**src/rtl/pmon_irq_pkg.sv**
```systemverilog
package pmon_irq_pkg;
  localparam int G1_WIDTH  = 3;
  localparam int G2_WIDTH  = 4;
  localparam int MAX_WIDTH = 16;

  typedef enum logic [1:0] {
    EDGE_RISE   = 2'd0,
    EDGE_TOGGLE = 2'd1
  } edge_kind_e;

  // rising or toggle event from current and previous sample
  function automatic logic edge_of(input logic cur, input logic prev, input edge_kind_e kind);
    if (kind == EDGE_TOGGLE) return cur ^ prev;
    return cur & ~prev;
  endfunction

  // 1 when no bit other than position idx is set in lvl
  function automatic logic others_quiet(input logic [MAX_WIDTH-1:0] lvl, input int idx);
    logic [MAX_WIDTH-1:0] m;
    m = lvl;
    m[idx] = 1'b0;
    return (m == '0);
  endfunction
endpackage

```
**src/rtl/irq_edge_bank.sv**
```systemverilog
module irq_edge_bank
  import pmon_irq_pkg::*;
#(
  parameter int         W    = 4,
  parameter edge_kind_e KIND = EDGE_RISE
) (
  input  logic         clk,
  input  logic         rst_n,
  input  logic         sample_en,
  input  logic [W-1:0] din,
  output logic [W-1:0] evt
);
  logic [W-1:0] hist_q;

  always_ff @(posedge clk) begin
    if (!rst_n)         hist_q <= '0;
    else if (sample_en) hist_q <= din;
  end

  for (genvar i = 0; i < W; i++) begin : g_bit
    assign evt[i] = sample_en & edge_of(din[i], hist_q[i], KIND);
  end
endmodule

```
**src/rtl/irq_solo_qual.sv**
```systemverilog
module irq_solo_qual
  import pmon_irq_pkg::*;
#(
  parameter int W = 4
) (
  input  logic [W-1:0] edge_in,
  input  logic [W-1:0] level,
  output logic [W-1:0] qual
);
  logic [MAX_WIDTH-1:0] lvl_ext;
  assign lvl_ext = MAX_WIDTH'(level);

  for (genvar i = 0; i < W; i++) begin : g_q
    assign qual[i] = edge_in[i] & others_quiet(lvl_ext, i);
  end
endmodule

```
**src/rtl/irq_arm_seq.sv**
```systemverilog
module irq_arm_seq (
  input  logic clk,
  input  logic rst_n,
  input  logic frame_pulse,
  input  logic ack_bit,
  input  logic evt_any,
  output logic req,
  output logic armed
);
  logic ack_s_q;
  logic ack_rel, ack_arm, fire;

  assign ack_rel = frame_pulse & ~ack_bit;
  assign ack_arm = frame_pulse & ack_bit & ~ack_s_q;
  assign fire    = armed & ~req & evt_any & ~ack_rel;

  always_ff @(posedge clk) begin
    if (!rst_n) begin
      req     <= 1'b0;
      armed   <= 1'b1;
      ack_s_q <= 1'b1;
    end else begin
      if (frame_pulse) ack_s_q <= ack_bit;
      if (ack_rel) begin
        req   <= 1'b0;
        armed <= 1'b0;
      end else if (fire) begin
        req   <= 1'b1;
        armed <= 1'b0;
      end else if (ack_arm) begin
        armed <= 1'b1;
      end
    end
  end
endmodule

```
**src/rtl/pmon_irq_ctrl.sv**
```systemverilog
module pmon_irq_ctrl
  import pmon_irq_pkg::*;
#(
  parameter int G1_W = G1_WIDTH,
  parameter int G2_W = G2_WIDTH
) (
  input  logic            clk,
  input  logic            rst_n,
  input  logic            frame_pulse,
  input  logic            ack_bit,
  input  logic [G1_W-1:0] g1_alarm,
  input  logic            slip_in,
  input  logic [G2_W-1:0] g2_sat,
  output logic            irq_n,
  output logic            irq_oe
);
  logic [G1_W-1:0] g1_evt_w;
  logic [0:0]      slip_evt_w;
  logic [G2_W-1:0] g2_edge_w;
  logic [G2_W-1:0] g2_qual_w;
  logic            evt_any_w;
  logic            req_w;
  logic            armed_w;

  irq_edge_bank #(.W(G1_W), .KIND(EDGE_RISE)) u_g1 (
    .clk(clk), .rst_n(rst_n), .sample_en(1'b1), .din(g1_alarm), .evt(g1_evt_w)
  );

  irq_edge_bank #(.W(1), .KIND(EDGE_TOGGLE)) u_slip (
    .clk(clk), .rst_n(rst_n), .sample_en(frame_pulse), .din(slip_in), .evt(slip_evt_w)
  );

  irq_edge_bank #(.W(G2_W), .KIND(EDGE_RISE)) u_g2 (
    .clk(clk), .rst_n(rst_n), .sample_en(1'b1), .din(g2_sat), .evt(g2_edge_w)
  );

  irq_solo_qual #(.W(G2_W)) u_g2q (
    .edge_in(g2_edge_w), .level(g2_sat), .qual(g2_qual_w)
  );

  assign evt_any_w = (|g1_evt_w) | slip_evt_w[0] | (|g2_qual_w);

  irq_arm_seq u_arm (
    .clk(clk), .rst_n(rst_n), .frame_pulse(frame_pulse), .ack_bit(ack_bit),
    .evt_any(evt_any_w), .req(req_w), .armed(armed_w)
  );

  assign irq_oe = req_w;
  assign irq_n  = ~req_w;
endmodule

```
**config.mk**
```make
export PLATFORM = sky130hd
export DESIGN_NAME = pmon_irq_ctrl
export DESIGN_NICKNAME = d
export VERILOG_FILES = /design/src/rtl/pmon_irq_pkg.sv /design/src/rtl/irq_edge_bank.sv /design/src/rtl/irq_solo_qual.sv /design/src/rtl/irq_arm_seq.sv /design/src/rtl/pmon_irq_ctrl.sv
export SDC_FILE = /design/constraint.sdc
export NUM_CORES = 1
export LEC_CHECK = 0
export CORE_AREA = 2 2 39 41
export CTS_CLUSTER_SIZE = 14
export DETAILED_ROUTE_END_ITERATION = 7
export DIE_AREA = 0 0 41 43
export PLACE_DENSITY = 0.63
export SKIP_LAST_GASP = 1
export SYNTH_ARGS = -nofsm -noshare
export SYNTH_HDL_FRONTEND = slang
export SYNTH_SLANG_ARGS = --single-unit
export TNS_END_PERCENT = 10
```
**constraint.sdc**
```tcl
create_clock -name clk -period 3.25 [get_ports clk]
set_input_delay 0.975 -clock clk [delete_from_list [all_inputs] [get_ports clk]]
set_output_delay 0.975 -clock clk [all_outputs]
set_load 0.1 [all_outputs]
```
==> results.cfg <==
[synthesis]
synthCells = 45
yosysUniqueCellTypes = 20
ys_seq_area_share_pct = 48.9
synth.top_cell.area_share_pct = 48.9
syn_avg_cell_area_um2 = 10.0
netlist_area_um2 = 450
synth.ff_latch_count = 11
ys_warn_count = 0
yosys.area.top_type = dfxtp_1
syn_nets = 57
synth-edff-count = 0
synth.most_common_cell = dfxtp_1
async_flop_share_pct = 0
synth.top_cells.by_count = dfxtp_1, and2_1, nor2b_1
synth-main-ff-cell = dfxtp_1
ys_top_cells_by_area = dfxtp_1, and2_1, nor2b_1

[detailed_routing]
wl_um = 749
postRouteAntennaNets = 0
met1Wirelength_um = 357
routed.top_layer = met4
dr_wl_met3_um = 45
routedWlPerCell_um = 9.73
route.detailed.drc = 0
drtIter0Drc = 1
vias = 362
met2_wirelength_um = 331
vias_per_cell = 4.70
first_pass_iters = 2

[worst_setup_path]
crit_slowest_cell = clkdlybuf4s50_1
crit_chain = clkdlybuf4s50_1 > xor2_1 > a2111oi_2 > o311ai_1 > o21a_1
path_class = input pin to flip-flop
endpoint_kind = flip-flop
critPathMaxStageDelay_ns = 0.43
crit_arrival_ns = 2.31
r2r_slack_ns = 1.92
cp.required_ns = 3.41
crit_path_start_kind = input pin
crit_fanout = 2
critical_path_buf_inv_count = 1
critPathTopFamily = compound AO/OA/AOI/OAI gates

[floorplanning]
core_area_um2 = 1380
ioPinCount = 14
die_y_um = 43
initial_core_util_pct = 32.5
dieArea_um2 = 1760
dieWidth_um = 41
row_count = 14

[timing]
hold_violations = 0
tns_ns = 0
grt_setup_unrepaired = no
fin_skew_ns = 0.00177
holdWs_ns = 0.488
finalSetupViolCount = 0
period_share_pct = 66.1
timing.slew.headroom_pct = 74.8
slew_violations = 0
worstMarginPinSlew_ns = 0.372
fin_crit_ns = 2.15
fmax_mhz = 465

[final_layout]
fin_nets = 74
fillers = 139
insertedDiodeCount = 0
drive_above_1_share_pct = 11.5
area_growth_pct = 37.2
stdcell_count = 77
fin_area_um2 = 618

[pwr]
p_sw_mw = 0.0806
power_density_nw_per_um2 = 483
p_clk_share_pct = 30.5
p_leak_nw = 0.240
internal_power_mw = 0.218
combPwrFrac_pct = 20.1
swShare_pct = 27.0
max-vdd-ir-drop_mv = 0.194
seqPwrFrac_pct = 49.5

[global_routing]
grt_pass1_wl_um = 1200
antenna_found_initial = 0
grtUsageTotal_pct = 10.6
gr-total-overflow = 0
grt_pass1_vias = 310
grt_max_degree = 12

[placement]
postPlaceCellArea_um2 = 592
port_buffers = 13
gp_congestion = 0.674
dp.cells = 73
dpl.hpwl_um = 580

[clock_network]
cts-root-buf = clkbuf_4
cts_resized = 0
cts_buffer_depth = 2
htreeDepth = 1
cts_tree = yes
path_clk_slew_ns = 0.07
cts_hold_buf = 0
cts_made_buffers = 3
clkSinkCount = 11
clkLatencyLatePin_ns = 0.26
post_cts_buffers = 0

[min_path]
hold_class = flip-flop to flip-flop

[status]
status = complete, no violations

[run]
max_cap_viol_count = 0
==> cells by family after synthesis <==
| kind of cell | share of synthesized area, % |
|---|---|
| flops | 48.9 |
| mux | 2.22 |
| buf+inv | 1.67 |
| simple gates | 28.3 |
| xor+xnor | 1.94 |
| compound gates | 16.9 |
==> final timing paths <==
| path | to | cells after the start | from |
|---|---|---|---|
| min | u_arm.ack_s_q | 2 | u_arm.ack_s_q |
| max | u_arm.req | 5 | slip_in |
| min reg2reg | u_arm.ack_s_q | 2 | u_arm.ack_s_q |
| max reg2reg | u_arm.req | 4 | u_slip.hist_q |
==> area by class of cell <==
| class | instances | area (um2) | area share, % |
|---|---|---|---|
| Inverter | 1 | 3.75 | 0.607 |
| Timing Repair Buffer | 13 | 125 | 20.2 |
| Tap cell | 16 | 20.0 | 3.24 |
| Multi-Input combinational cell | 32 | 223 | 36.0 |
| Sequential cell | 11 | 220 | 35.6 |
| Clock buffer | 4 | 26.3 | 4.25 |
==> stage by stage <==
step           total power [mW]  utilization [%]  setup WS, ns
3_3_place_gp              0.211             42.8         0.835
2_1_floorplan             0.188                -         0.597
6_report                  0.298             44.7          1.10
3_5_place_dp              0.211             42.8         0.806
4_1_cts                   0.303             44.7          1.09
5_1_grt                   0.315             44.7          1.00
==> power by group through the flow <==
stage / Sequential, mW / Clock [mW] / Combinational (mW)
after global routing: 0.149 / 0.102 / 0.0647
after floorplan: 0.159 / 0 / 0.0289
after detailed placement: 0.151 / 0 / 0.0602
after global placement: 0.151 / 0 / 0.0602
after CTS: 0.148 / 0.0952 / 0.0605
final: 0.148 / 0.0908 / 0.0598
==> cell usage in the layout (no fill, tap or decap), drive strengths merged <==
| cell type | netlist | routed |
|---|---|---|
| a2111oi | 1 | 1 |
| a21oi | 1 | 1 |
| and2 | 7 | 7 |
| buf | 0 | 2 |
| clkbuf | 1 | 4 |
| clkdlybuf4s50 | 0 | 11 |
| dfxtp | 11 | 11 |
| inv | 1 | 1 |
| mux2i | 1 | 1 |
| nand2 | 1 | 1 |
| nand2b | 1 | 1 |
| nand3 | 1 | 1 |
| nand3b | 1 | 1 |
| nor2 | 2 | 2 |
| nor2b | 5 | 5 |
| nor3b | 3 | 3 |
| o2111ai | 1 | 1 |
| o211a | 1 | 1 |
| o21a | 1 | 1 |
| o21ai | 3 | 3 |
| o311ai | 1 | 1 |
| xor2 | 1 | 1 |
==> registers in the layout, indices dropped and copies added, names as in the netlist <==
name and cells:
u_arm.req 1, u_g1.hist_q 3, u_arm.armed 1, u_g2.hist_q 4
u_slip.hist_q 1, u_arm.ack_s_q 1
==> per-layer routing <==
layer / global-route usage (%) / vias to the layer above
met2: 14.1 / 9
met5: 0 / -
met4: 10.0 / 0
met3: 1.57 / 2
li1: - / 188
met1: 13.7 / 163
==> worst register-to-register path: stages (launching register included) <==
cell and delay, ns:
dfxtp_1 0.32, xor2_1 0.16, a2111oi_2 0.36, o311ai_1 0.19, o21a_1 0.19
Power figures use the tool's default switching activity.
